[src/rtl/stat_pkg.sv]
// Package: shared sizes and the word-to-summary bit placement.
// Assumes five event words of eight bits each; bit 6 of the poll byte is reserved.
package stat_pkg;
    localparam int NUM_WORDS = 5;
    localparam int WORD_W    = 8;
    localparam int SEL_W     = 3;
    localparam int REQ_BIT   = 6;
    localparam int POLL_EN_SEL = NUM_WORDS;

    // Summary bit position of event word k in the poll byte.
    function automatic int sum_pos(input int k);
        return (k < 4) ? k : k + 1;
    endfunction
endpackage

[src/rtl/stat_event_word.sv]
// Module: one sticky event status word with its enable mask and summary bit.
// Assumes single-cycle event pulses; a read clears the word but keeps same-cycle events.
module stat_event_word
    import stat_pkg::*;
#(
    parameter int W = WORD_W
) (
    input  logic         clk,
    input  logic         rst_n,
    input  logic [W-1:0] evt_i,
    input  logic         rd_clr_i,
    input  logic         en_wr_i,
    input  logic [W-1:0] en_wdata_i,
    output logic [W-1:0] word_o,
    output logic         summary_o
);
    logic [W-1:0] word_q;
    logic [W-1:0] en_q;

    // Sticky event capture with read-clear; new pulses win over the clear.
    always_ff @(posedge clk) begin
        if (!rst_n)
            word_q <= '0;
        else
            word_q <= (rd_clr_i ? '0 : word_q) | evt_i;
    end

    // Enable mask load.
    always_ff @(posedge clk) begin
        if (!rst_n)
            en_q <= '0;
        else if (en_wr_i)
            en_q <= en_wdata_i;
    end

    // Summary is the OR of enabled event bits.
    always_comb begin
        word_o    = word_q;
        summary_o = |(word_q & en_q);
    end

    AST_STICKY_HOLD: assert property (@(posedge clk) disable iff (!rst_n)
        !rd_clr_i |=> ((word_q & $past(word_q)) == $past(word_q)));
    AST_READ_KEEPS_EVT: assert property (@(posedge clk) disable iff (!rst_n)
        rd_clr_i |=> (word_q == $past(evt_i)));
endmodule

[src/rtl/stat_srq_gen.sv]
// Module: poll enable register, rise detection of the masked summary, request flag.
// Assumes the summary vector is already placed in poll-byte bit order.
module stat_srq_gen
    import stat_pkg::*;
#(
    parameter int W = WORD_W,
    parameter int RB = REQ_BIT
) (
    input  logic         clk,
    input  logic         rst_n,
    input  logic [W-1:0] summary_i,
    input  logic         pen_wr_i,
    input  logic [W-1:0] pen_wdata_i,
    input  logic         spoll_i,
    output logic         req_o,
    output logic         live_o
);
    localparam logic [W-1:0] REQ_MASK = W'(1) << RB;

    logic [W-1:0] pen_q;
    logic [W-1:0] prev_q;
    logic [W-1:0] enabled;
    logic         rise;
    logic         req_q;

    // Poll enable load; the request bit position is never storable.
    always_ff @(posedge clk) begin
        if (!rst_n)
            pen_q <= '0;
        else if (pen_wr_i)
            pen_q <= pen_wdata_i & ~REQ_MASK;
    end

    // Masked summary and its new-bit detection.
    always_comb begin
        enabled = summary_i & pen_q;
        rise    = |(enabled & ~prev_q);
        live_o  = |enabled;
        req_o   = req_q;
    end

    // Rise history of the masked summary.
    always_ff @(posedge clk) begin
        if (!rst_n)
            prev_q <= '0;
        else
            prev_q <= enabled;
    end

    // Request flag: set on a rise, cleared by serial poll; a rise wins.
    always_ff @(posedge clk) begin
        if (!rst_n)
            req_q <= 1'b0;
        else if (rise)
            req_q <= 1'b1;
        else if (spoll_i)
            req_q <= 1'b0;
    end

    AST_REQ_NEEDS_ENABLE: assert property (@(posedge clk) disable iff (!rst_n)
        $rose(req_q) |-> $past(|(summary_i & pen_q)));
    AST_STEADY_NO_REQ: assert property (@(posedge clk) disable iff (!rst_n)
        (!req_q && (enabled == prev_q)) |=> !req_q);
    AST_POLL_CLEARS: assert property (@(posedge clk) disable iff (!rst_n)
        (spoll_i && (enabled == prev_q)) |=> !req_q);
    AST_PEN_REQ_BIT_ZERO: assert property (@(posedge clk) disable iff (!rst_n)
        pen_wr_i |=> !pen_q[RB]);
endmodule

[src/rtl/stat_summary_top.sv]
// Module: top of the status summary unit; five event words feed the request generator.
// Assumes host strobes are one cycle wide and rd_sel/en_sel are valid with their strobes.
module stat_summary_top
    import stat_pkg::*;
(
    input  logic                          clk,
    input  logic                          rst_n,
    input  logic [NUM_WORDS*WORD_W-1:0]   evt_i,
    input  logic                          rd_stb,
    input  logic [SEL_W-1:0]              rd_sel,
    output logic [WORD_W-1:0]             rd_data,
    input  logic                          en_wr,
    input  logic [SEL_W-1:0]              en_sel,
    input  logic [WORD_W-1:0]             en_wdata,
    input  logic                          spoll_stb,
    output logic [WORD_W-1:0]             poll_byte,
    output logic [WORD_W-1:0]             query_byte,
    output logic                          srq
);
    logic [NUM_WORDS-1:0][WORD_W-1:0] words;
    logic [NUM_WORDS-1:0]             sums;
    logic [WORD_W-1:0]                sum_byte;
    logic                             req;
    logic                             live;

    // One instance per event word.
    for (genvar k = 0; k < NUM_WORDS; k++) begin : g_word
        stat_event_word #(.W(WORD_W)) u_word (
            .clk        (clk),
            .rst_n      (rst_n),
            .evt_i      (evt_i[k*WORD_W +: WORD_W]),
            .rd_clr_i   (rd_stb && (rd_sel == SEL_W'(k))),
            .en_wr_i    (en_wr && (en_sel == SEL_W'(k))),
            .en_wdata_i (en_wdata),
            .word_o     (words[k]),
            .summary_o  (sums[k])
        );
    end

    // Place each word summary in its poll-byte bit.
    always_comb begin
        sum_byte = '0;
        for (int k = 0; k < NUM_WORDS; k++)
            sum_byte[sum_pos(k)] = sums[k];
    end

    stat_srq_gen #(.W(WORD_W), .RB(REQ_BIT)) u_srq (
        .clk         (clk),
        .rst_n       (rst_n),
        .summary_i   (sum_byte),
        .pen_wr_i    (en_wr && (en_sel == SEL_W'(POLL_EN_SEL))),
        .pen_wdata_i (en_wdata),
        .spoll_i     (spoll_stb),
        .req_o       (req),
        .live_o      (live)
    );

    // Read mux and the two byte views.
    always_comb begin
        rd_data = '0;
        for (int k = 0; k < NUM_WORDS; k++)
            if (rd_sel == SEL_W'(k)) rd_data = words[k];
        poll_byte           = sum_byte;
        poll_byte[REQ_BIT]  = req;
        query_byte          = sum_byte;
        query_byte[REQ_BIT] = live;
        srq                 = req;
    end

    AST_SRQ_HOLDS: assert property (@(posedge clk) disable iff (!rst_n)
        (srq && !spoll_stb) |=> srq);
    AST_SPARE_BITS_ZERO: assert property (@(posedge clk) disable iff (!rst_n)
        !poll_byte[4] && !poll_byte[7] && !query_byte[4] && !query_byte[7]);
endmodule

[config.mk]
export PLATFORM = sky130hd
export DESIGN_NAME = stat_summary_top
export DESIGN_NICKNAME = d
export VERILOG_FILES = /design/src/rtl/stat_pkg.sv /design/src/rtl/stat_event_word.sv /design/src/rtl/stat_srq_gen.sv /design/src/rtl/stat_summary_top.sv
export SDC_FILE = /design/constraint.sdc
export NUM_CORES = 1
export LEC_CHECK = 0
export CORE_MARGIN = 2
export CORE_UTILIZATION = 52
export CTS_CLUSTER_SIZE = 28
export DETAILED_ROUTE_END_ITERATION = 8
export PLACE_DENSITY = 0.82
export SLEW_MARGIN = 5
export SYNTH_ARGS = -nofsm -noshare
export SYNTH_HDL_FRONTEND = slang
export SYNTH_HIERARCHICAL = 1
export SYNTH_SLANG_ARGS = --single-unit
[constraint.sdc]
create_clock -name clk -period 1.6 [get_ports clk]
set_input_delay 0.16 -clock clk [delete_from_list [all_inputs] [get_ports clk]]
set_output_delay 0.16 -clock clk [all_outputs]
set_load 0.01 [all_outputs]
Word-level counts from Yosys, hierarchy flattened:

Cells that the tools add are included.

* output and inout port bits: 25
* input bits: 59
* logic and storage cells: 68
* bits in registers: 96

* bitwise logic cells: 13
* multiplexer cells: 12
* eq/ne operators: 9
* reductions and logical operators: 21

Operators with widths (number)
* two-way mux 8 bit: 10
* OR reduction 8 bit: 7
* AND 8 bit: 6
* bitwise OR 8 bit: 5
* equality test 3 x 2 -> 1 bit (second input constant): 4
* logical AND 1 bit: 11
* equality test 3 bit (second input constant): 3
* AND 6 x 8 -> 8 bit: 1
* inverter 8 bit: 1
* equality test 3 x 1 -> 1 bit (second input constant): 2
* logical NOT 3 bit: 2
* two-way mux 1 bit: 2
* nonzero test 2 bit: 1

Logic depth before layout (Yosys ltp):

Gate-level depths: netlist of run 1.

* word-level depth: 6
* depth in mapped cells: 6
* depth with buffers taken out: 5

By module:

The synthesis of run 1 kept the hierarchy.

Modules (own cells, without submodules)
* stat_event_word: instances 5, sequential area each 320.3 µm², cells each 55, area each 615.6 µm²
* stat_summary_top: instances 1, sequential area each 0.0 µm², cells each 77, area each 580.6 µm²
* stat_srq_gen: instances 1, sequential area each 300.3 µm², cells each 53, area each 564.3 µm²

Worst setup path after synthesis of run 1:

Ideal clock, no wire load.

* path kind: flip-flop to output port
* start point: reg g_word[3].u_word.word_q[3]
* end point: out query_byte[6]
* buffers on the path: 1
* data required time: 1440 ps
* stages on the path, launching flop included: 6
* arrival: 1348 ps
* slack: 92 ps
* cells stage by stage: dfxtp_1 a22oi_1 nand4_1 a222oi_1 nand4_1 buf_4

* word-level cells in the longest chain between the ends: 4

RTL lines
* from (decl): RTL line stat_event_word.sv:17 `logic [W-1:0] word_q;`
* from (signal assigned): RTL line stat_event_word.sv:25 `word_q <= (rd_clr_i ? '0 : word_q) | evt_i;`
* AND 8 bit: RTL line stat_event_word.sv:39 `summary_o = |(word_q & en_q);`
* OR reduction 8 bit: RTL line stat_event_word.sv:39
* named net poll_byte[3]: RTL line stat_summary_top.sv:16 `output logic [WORD_W-1:0] poll_byte,`
* AND 6 x 8 -> 8 bit: RTL line stat_srq_gen.sv:36 `enabled = summary_i & pen_q;`
* OR reduction 8 bit: RTL line stat_srq_gen.sv:38 `live_o = |enabled;`
* to (decl): RTL line stat_summary_top.sv:17 `output logic [WORD_W-1:0] query_byte,`

The timed path passes the listed nets, and every way through them passes these cells.

Worst setup path in the final report of run 1:

* start point: reg g_word[0].u_word.en_q[5]
* end point: out query_byte[6]

* word-level cells in the longest chain between the ends: 4

RTL lines
* from (decl): RTL line stat_event_word.sv:18 `logic [W-1:0] en_q;`
* from (signal assigned): RTL line stat_event_word.sv:33 `en_q <= en_wdata_i;`
* AND 8 bit: RTL line stat_event_word.sv:39
* OR reduction 8 bit: RTL line stat_event_word.sv:39
* AND 6 x 8 -> 8 bit: RTL line stat_srq_gen.sv:36
* OR reduction 8 bit: RTL line stat_srq_gen.sv:38

No other way between the ends.

==> results of run 1 <==
power groups by stage:
stage | Combinational, mW | Sequential (mW) | Clock [mW]
floorplan | 0.371 | 2.57 | 0
global placement | 0.766 | 2.59 | 0
detailed placement | 0.784 | 2.59 | 0
CTS | 0.842 | 2.55 | 1.57
global route | 0.938 | 2.57 | 1.67
finish | 0.882 | 2.56 | 1.54
state kept, by name, indices dropped and copies added (netlist names):
signal and flops:
g_word.u_word/en_q 40, g_word.u_word/word_o 40, u_srq/pen_q 7, u_srq/prev_q 7
u_srq/req_o 1
logic make-up (layout without fill, tap and decap cells):
logic type / Yosys count / count (layout) / synth area share (%)
other cells: 1 / 9 / 0.0888
compound gates: 80 / 80 / 14.5
buf+inv: 28 / 170 / 5.69
mux: 58 / 58 / 13.9
flops: 95 / 95 / 45.0
simple gates: 143 / 143 / 20.8
worst min-delay path by stage:
stage / startpoint / end / cells past startpoint
2_1_floorplan: evt_i[0] / g_word[0].u_word/word_o[0] / 1
5_1_grt: rst_n / g_word[3].u_word/word_o[5] / 3
3_3_place_gp: u_srq/pen_q[1] / u_srq/prev_q[1] / 1
3_5_place_dp: u_srq/pen_q[1] / u_srq/prev_q[1] / 1
6_report: rst_n / g_word[3].u_word/word_o[5] / 3
4_1_cts: rst_n / g_word[3].u_word/word_o[5] / 3
critical path, stage by stage (launching register included):
cell                      delay (ns)
sky130_fd_sc_hd__dfxtp_2        0.34
sky130_fd_sc_hd__a22oi_2        0.19
sky130_fd_sc_hd__nand4_1        0.20
sky130_fd_sc_hd__buf_4          0.20
sky130_fd_sc_hd__nand2_2        0.06
sky130_fd_sc_hd__and2_1         0.12
sky130_fd_sc_hd__nand4_1        0.09
sky130_fd_sc_hd__buf_2          0.17
cell type report:
type	count	area share (%)
sequential	95	32.7
multi-input combinational	290	38.4
clock inverter	5	0.994
clock buffer	10	2.16
timing repair buffer	154	23.6
tap	102	2.16
inverter	1	0.0634
repair_timing:
item | CTS | global route
pin swaps | 20 | 13
resized for setup | 125 | 31
buffers inserted | 15 | 9
cloned | 1 | 0
setup endpoints to repair | 19 | 16
metrics by stage:
| stage | worst slack (ns) | total power [mW] | std cells | hold WS [ns] |
|---|---|---|---|---|
| floorplan | 0.0916 | 2.94 | 413 | 0.284 |
| global placement | -0.511 | 3.35 | 624 | 0.483 |
| detailed placement | -0.569 | 3.38 | 624 | 0.492 |
| CTS | -0.273 | 4.96 | 653 | 0.300 |
| global route | -0.366 | 5.17 | 657 | 0.309 |
| finish | -0.301 | 4.98 | 657 | 0.291 |
synthesized netlist by cell type (6+ instances only):
cell,instances
sky130_fd_sc_hd__a22oi_1,24
sky130_fd_sc_hd__nor2_1,8
sky130_fd_sc_hd__nand4_1,6
sky130_fd_sc_hd__buf_6,8
sky130_fd_sc_hd__and3_1,7
sky130_fd_sc_hd__mux2i_1,55
sky130_fd_sc_hd__dfxtp_1,95
sky130_fd_sc_hd__nor2b_1,88
sky130_fd_sc_hd__buf_4,17
sky130_fd_sc_hd__nand2_1,7
sky130_fd_sc_hd__o21a_1,40
routing by layer:
metal  vias to the layer above  wire, microns  global-route usage, %
met5                         -              0                      0
met4                         0            412                   10.5
met2                       145           6080                   48.3
met3                        32            847                   6.26
li1                       1707              -                      -
met1                      1709           4850                   34.1
==> results_tabular.tex, run 1 <==
\begin{tabular}{lr}
\hline
Metric & Value \\
\hline
\multicolumn{2}{l}{\textbf{Yosys}} \\
\quad Seq cells post-synth & 95 \\
\quad Syn\_area\_per\_cell & 10.4 sq um \\
\quad Post-synth top flop & sky130\_fd\_sc\_hd\_\_dfxtp\_1 \\
\quad Synth area leader & sky130\_fd\_sc\_hd\_\_dfxtp\_1 \\
\quad Sequential element share of the synthesized area & 45.0\% \\
\quad Area share of the largest cell type after synthesis & 45.0\% \\
\quad Count of distinct cell types in the synthesized netlist & 40 \\
\quad Mapped Cells & 405 \\
\quad Number of synthesis warnings & 6 \\
\quad Synth Cell Area & 0.00422 sq mm \\
\quad Top cells by area in the synthesized netlist & sky130\_fd\_sc\_hd\_\_dfxtp\_1 (45\%), sky130\_fd\_sc\_hd\_\_mux2i\_1 (13\%), sky130\_fd\_sc\_hd\_\_nor2b\_1 (13\%), sky130\_fd\_sc\_hd\_\_o21a\_1 (7.1\%), sky130\_fd\_sc\_hd\_\_a22oi\_1 (4.3\%) \\
\quad Number of synthesized flops with an enable pin & 0 \\
\quad Async SR Flop Fraction & 0\% \\
\multicolumn{2}{l}{\textbf{Global routing}} \\
\quad Number of global-route vias before repair & 3742 \\
\quad GR Util All Layers & 28.1\% \\
\quad Pin count of the biggest net entering global routing & 96 \\
\quad Initial antenna violation count & 0 \\
\quad Aggregate global routing overflow & 0 \\
\quad Wire length of the first global-routing pass & 18.8 mm \\
\multicolumn{2}{l}{\textbf{Clock tree}} \\
\quad Sinks on Clock Net & 95 \\
\quad Clock transition at path regs & 0.09 ns \\
\quad CTS HTree Levels & 3 \\
\quad Hold-fix buffers at CTS & 0 \\
\quad Max Buffers Root-to-Sink & 2 \\
\quad Worst skew pair latency & 0.36 ns \\
\quad Clock tree from TritonCTS & built \\
\quad Root buffer cell & sky130\_fd\_sc\_hd\_\_clkbuf\_8 \\
\quad Number of buffers created by CTS & 9 \\
\multicolumn{2}{l}{\textbf{Final layout}} \\
\quad Layout net count & 610 \\
\quad Filler instances & 537 \\
\quad Final core area utilization & 75.8\% \\
\quad Commonest non-fill, non-tap cells in the layout & sky130\_fd\_sc\_hd\_\_nor2b\_1 (88), sky130\_fd\_sc\_hd\_\_dfxtp\_1 (71), sky130\_fd\_sc\_hd\_\_buf\_4 (57) \\
\quad Final std cell area, no fill & 0.00592 sq mm \\
\quad Multi-input logic area & 0.00227 sq mm \\
\quad Ant diodes & 0 \\
\quad Area growth from synthesis to final layout & 40.1\% \\
\quad Register area & 0.00194 sq mm \\
\quad Most common cell after layout, fill and taps aside & sky130\_fd\_sc\_hd\_\_nor2b\_1 \\
\quad Share of cells above drive strength 1 & 30.3\% \\
\multicolumn{2}{l}{\textbf{Detailed routing}} \\
\quad Final ANT Viol Nets & 0 \\
\quad Via Count & 3593 \\
\quad Routed len/inst & 18.6 microns \\
\quad Total wire length after detailed routing & 12.2 mm \\
\quad First-pass iteration count of the detailed router & 4 \\
\quad Iter 0 DRT Violations & 173 \\
\quad Via-to-Cell Ratio & 5.47 \\
\quad DRC Markers & 0 \\
\multicolumn{2}{l}{\textbf{STA}} \\
\quad Largest clock skew in the final design & 0.00814 ns \\
\quad Unrepaired setup endpoints after global routing & yes \\
\quad Highest achievable clock rate & 0.526 GHz \\
\quad Post-route setup TNS & -0.843 ns \\
\quad Share of the cycle needed by the critical path after routing & 119\% \\
\quad Slew Limit Fails & 0 \\
\quad Final-report setup violation count & 7 \\
\quad Crit path setup slack, layout & -0.301 ns \\
\quad Final Hold Violating Endpoints & 0 \\
\quad Final Critical Period & 1.90 ns \\
\multicolumn{2}{l}{\textbf{Die}} \\
\quad Effective utilization at floorplan & 54.1\% \\
\quad Vertical die dimension & 94.1 microns \\
\quad Die Span X & 94.1 microns \\
\quad Count of pins on the block boundary & 84 \\
\quad Count of standard-cell rows & 32 \\
\quad Core area & 0.00781 sq mm \\
\quad Die Outline Area & 0.00886 sq mm \\
\multicolumn{2}{l}{\textbf{Worst setup path}} \\
\quad Crit path capture & query\_byte[6] \\
\quad Kind of start point of the critical path & flip-flop \\
\quad Critical Path AT & 1.74 ns \\
\quad Category of the worst setup path capture point & output pin \\
\quad Startpoint of the worst-slack reg-to-reg timing path & g\_word[2].u\_word/word\_o[6] \\
\quad Max Fanout on Critical Path & 2 \\
\quad Required time worst endpoint & 1.44 ns \\
\quad Startpoint-to-endpoint class of the critical path & reg2out \\
\quad Reg-to-reg slack, setup & 0.01 ns \\
\quad R2R cell count & 7 \\
\quad RR Endpoint & u\_srq/req\_o \\
\quad Startpoint of the worst setup timing path & g\_word[0].u\_word/en\_q[5] \\
\multicolumn{2}{l}{\textbf{Power}} \\
\quad Maximum VDD drop & 0.000626 V \\
\quad Fraction of power consumed by combinational cells & 17.7\% \\
\quad Power density normalized to cell area & 842 mW/mm\^{}2 \\
\quad Switching Fraction & 25.7\% \\
\quad Part of the total power dissipated in the clock network & 30.9\% \\
\quad Sequential share of power & 51.4\% \\
\quad Internal power component & 3.70 mW \\
\quad Leakage component of the power & 2.30 nW \\
\quad Net Sw Power & 1.28 mW \\
\multicolumn{2}{l}{\textbf{Placed design}} \\
\quad Placed cell areas & 0.00538 sq mm \\
\quad Port-buffer cells & 79 \\
\quad Detailed-placement wirelength estimate & 8.28 mm \\
\quad Final Wtd Congestion & 0.907 \\
\multicolumn{2}{l}{\textbf{Outcome}} \\
\quad Run status & finished with violations \\
\quad Violations in the final reports & negative setup slack \\
\multicolumn{2}{l}{\textbf{Job}} \\
\quad Max-capacitance violation count & 0 \\
\multicolumn{2}{l}{\textbf{Worst hold path}} \\
\quad Path category of the worst min-delay check & in2reg \\
\hline
\end{tabular}
No activity file was read; power rests on OpenSTA's default activity.
==> inputs of run 2 (changes only) <==
Settings changed: CORE_UTILIZATION 52 to 56, PLACE_DENSITY 0.82 to 0.88, TNS_END_PERCENT from default to 20.
Clock period 1.6 ns to 2.2 ns, I/O delays scaled along.
==> results_tabular.tex, run 2 (synthesized netlist as in run 1, its figures left out) <==
\begin{tabular}{lr}
\hline
Metric & Value \\
\hline
\multicolumn{2}{l}{\textbf{STA}} \\
\quad Slew of the pin with the lowest slew margin & 0.611 ns \\
\quad Unrepaired setup endpoints after global routing & yes \\
\quad Largest clock skew in the final design & 0.00359 ns \\
\quad Normalized max-slew margin & 59.3\% \\
\quad Final Hold Violating Endpoints & 0 \\
\quad Share of the cycle needed by the critical path after routing & 97.1\% \\
\quad Final-report setup violation count & 0 \\
\quad Slew Limit Fails & 0 \\
\quad Highest achievable clock rate & 0.468 GHz \\
\quad Final Critical Period & 2.14 ns \\
\multicolumn{2}{l}{\textbf{Worst setup path}} \\
\quad Slowest cell on crit path & sky130\_fd\_sc\_hd\_\_a222oi\_1 \\
\quad CP max stage delay & 0.38 ns \\
\quad Startpoint-to-endpoint class of the critical path & reg2out \\
\quad Max Fanout on Critical Path & 3 \\
\quad Ordered list of cells on the worst path & a22oi\_1 > nand4\_1 > a222oi\_1 > nand4\_1 > dlygate4sd2\_1 \\
\quad Startpoint of the worst-slack reg-to-reg timing path & g\_word[3].u\_word/word\_o[6] \\
\quad Startpoint of the worst setup timing path & g\_word[3].u\_word/word\_o[6] \\
\quad Kind of start point of the critical path & flip-flop \\
\quad R2R cell count & 7 \\
\quad Category of the worst setup path capture point & output pin \\
\quad Required time worst endpoint & 1.98 ns \\
\quad Most frequent cell on the critical path & sky130\_fd\_sc\_hd\_\_nand4\_1 \\
\quad Critical Path AT & 1.92 ns \\
\multicolumn{2}{l}{\textbf{Clock tree}} \\
\quad Sinks on Clock Net & 95 \\
\quad Clock transition at path regs & 0.09 ns \\
\quad Max Buffers Root-to-Sink & 2 \\
\quad CTS HTree Levels & 3 \\
\quad Root buffer cell & sky130\_fd\_sc\_hd\_\_clkbuf\_8 \\
\quad Number of buffers created by CTS & 9 \\
\quad Clock tree from TritonCTS & built \\
\quad Hold-fix buffers at CTS & 0 \\
\quad Worst skew pair latency & 0.36 ns \\
\multicolumn{2}{l}{\textbf{Outcome}} \\
\quad Run status & finished, final reports clean \\
\multicolumn{2}{l}{\textbf{Final layout}} \\
\quad Layout Cells excl Fill & 601 \\
\quad Commonest non-fill, non-tap cells in the layout & sky130\_fd\_sc\_hd\_\_dfxtp\_1 (95), sky130\_fd\_sc\_hd\_\_nor2b\_1 (88), sky130\_fd\_sc\_hd\_\_clkdlybuf4s50\_1 (69) \\
\quad Most common cell after layout, fill and taps aside & sky130\_fd\_sc\_hd\_\_dfxtp\_1 \\
\quad Ant diodes & 0 \\
\quad Area growth from synthesis to final layout & 25.3\% \\
\quad Layout net count & 556 \\
\quad Share of cells above drive strength 1 & 9.96\% \\
\quad Final core area utilization & 72.6\% \\
\multicolumn{2}{l}{\textbf{Power}} \\
\quad Fraction of power consumed by combinational cells & 14.1\% \\
\quad Sequential share of power & 53.2\% \\
\quad Power, Total & 3.50 mW \\
\quad Power density normalized to cell area & 661 mW/mm\^{}2 \\
\quad Part of the total power dissipated in the clock network & 32.7\% \\
\quad Net Sw Power & 0.895 mW \\
\quad Leakage component of the power & 2.01 nW \\
\quad Internal power component & 2.60 mW \\
\quad Maximum VDD drop & 0.000432 V \\
\quad Switching Fraction & 25.6\% \\
\multicolumn{2}{l}{\textbf{Die}} \\
\quad Vertical die dimension & 90.8 microns \\
\quad Effective utilization at floorplan & 57.9\% \\
\quad Count of standard-cell rows & 31 \\
\quad Core area & 0.00729 sq mm \\
\quad Die Outline Area & 0.00825 sq mm \\
\quad Count of pins on the block boundary & 84 \\
\quad Die Span X & 90.8 microns \\
\multicolumn{2}{l}{\textbf{Detailed routing}} \\
\quad Final ANT Viol Nets & 0 \\
\quad Via Count & 3368 \\
\quad DRC Markers & 0 \\
\quad First-pass iteration count of the detailed router & 4 \\
\quad Routed len/inst & 18.1 microns \\
\quad Via-to-Cell Ratio & 5.60 \\
\quad Total wire length after detailed routing & 10.9 mm \\
\quad Iter 0 DRT Violations & 177 \\
\multicolumn{2}{l}{\textbf{Placed design}} \\
\quad DP Cell Count & 583 \\
\quad Final Wtd Congestion & 0.942 \\
\quad Detailed-placement wirelength estimate & 7.96 mm \\
\quad Port-buffer cells & 79 \\
\multicolumn{2}{l}{\textbf{Global routing}} \\
\quad Wire length of the first global-routing pass & 17.6 mm \\
\quad GR Util All Layers & 27.3\% \\
\quad Initial antenna violation count & 0 \\
\quad Aggregate global routing overflow & 0 \\
\quad Number of global-route vias before repair & 3462 \\
\quad Pin count of the biggest net entering global routing & 42 \\
\multicolumn{2}{l}{\textbf{Job}} \\
\quad Max-capacitance violation count & 0 \\
\multicolumn{2}{l}{\textbf{Worst hold path}} \\
\quad Hold\_sp & rst\_n \\
\quad Path category of the worst min-delay check & in2reg \\
\quad Worst hold stages & 2 \\
\hline
\end{tabular}
## run 2: changes by cell type in the layout (fill, tap and decap cells not counted), sizes merged
cell           before  now
buf                90   22
clkbuf             12    9
clkdlybuf4s15       4    0
clkdlybuf4s50      56   69
clkinv              1    5
clkinvlp            2    1
dlygate4sd2         2    7
dlymetal6s2s        0    2
inv                 2    1
## run 2: final cells by class
class	instances	area (sq um)
clock inverter	7	73.8
timing repair buffer	100	952
tap	99	124
fill	561	2000
sequential	95	1900
multi-input combinational	290	2110
clock buffer	9	124
inverter	1	3.75
## run 2: worst paths after layout
path,endpoint,slack [ns]
max reg2reg,u_srq/req_o,0.55
max,query_byte[6],0.06
min,g_word[3].u_word/word_o[0],0.39
min reg2reg,u_srq/prev_q[2],0.51
## run 2: power by group through the flow
stage	combinational, mW	clock [mW]	sequential, mW
after detailed placement	0.493	0	1.90
after global placement	0.478	0	1.89
after CTS	0.492	1.15	1.86
after floorplan	0.270	0	1.87
final	0.494	1.14	1.86
after global routing	0.532	1.22	1.87
## run 2: per-layer routing
metal / routed length (microns) / up-vias / share of wire [%] / global-route usage [%]
met5: 0 / - / 0 / 0
met2: 5300 / 126 / 49 / 45.6
li1: - / 1597 / - / -
met1: 4600 / 1616 / 42 / 34.2
met3: 649 / 29 / 6.0 / 5.01
met4: 320 / 0 / 2.9 / 12.2
## run 2: critical path: cells and delay by family (launching register included)
kind,cells,cell delay (ns)
compound gates,2,0.59
flops,1,0.36
simple gates,2,0.30
buf+inv,1,0.29
## run 2: per-stage QoR
step / area [sq um] / setup slack (ns) / setup TNS, ns / hold WS (ns)
2_1_floorplan: 4250 / 0.632 / 0 / 0.344
3_3_place_gp: 5080 / -0.0383 / -0.0760 / 0.484
3_5_place_dp: 5080 / -0.0789 / -0.181 / 0.491
4_1_cts: 5290 / -0.00717 / -0.00717 / 0.372
5_1_grt: 5290 / -0.0204 / -0.0204 / 0.396
6_report: 5290 / 0.0632 / 0 / 0.392
## run 2: repair_timing
item,4_1_cts,5_1_grt
endpoints found under the setup margin,8,3
gates cloned,0,0
pin swaps,3,2
buffers inserted,2,0
gates resized for setup,7,3
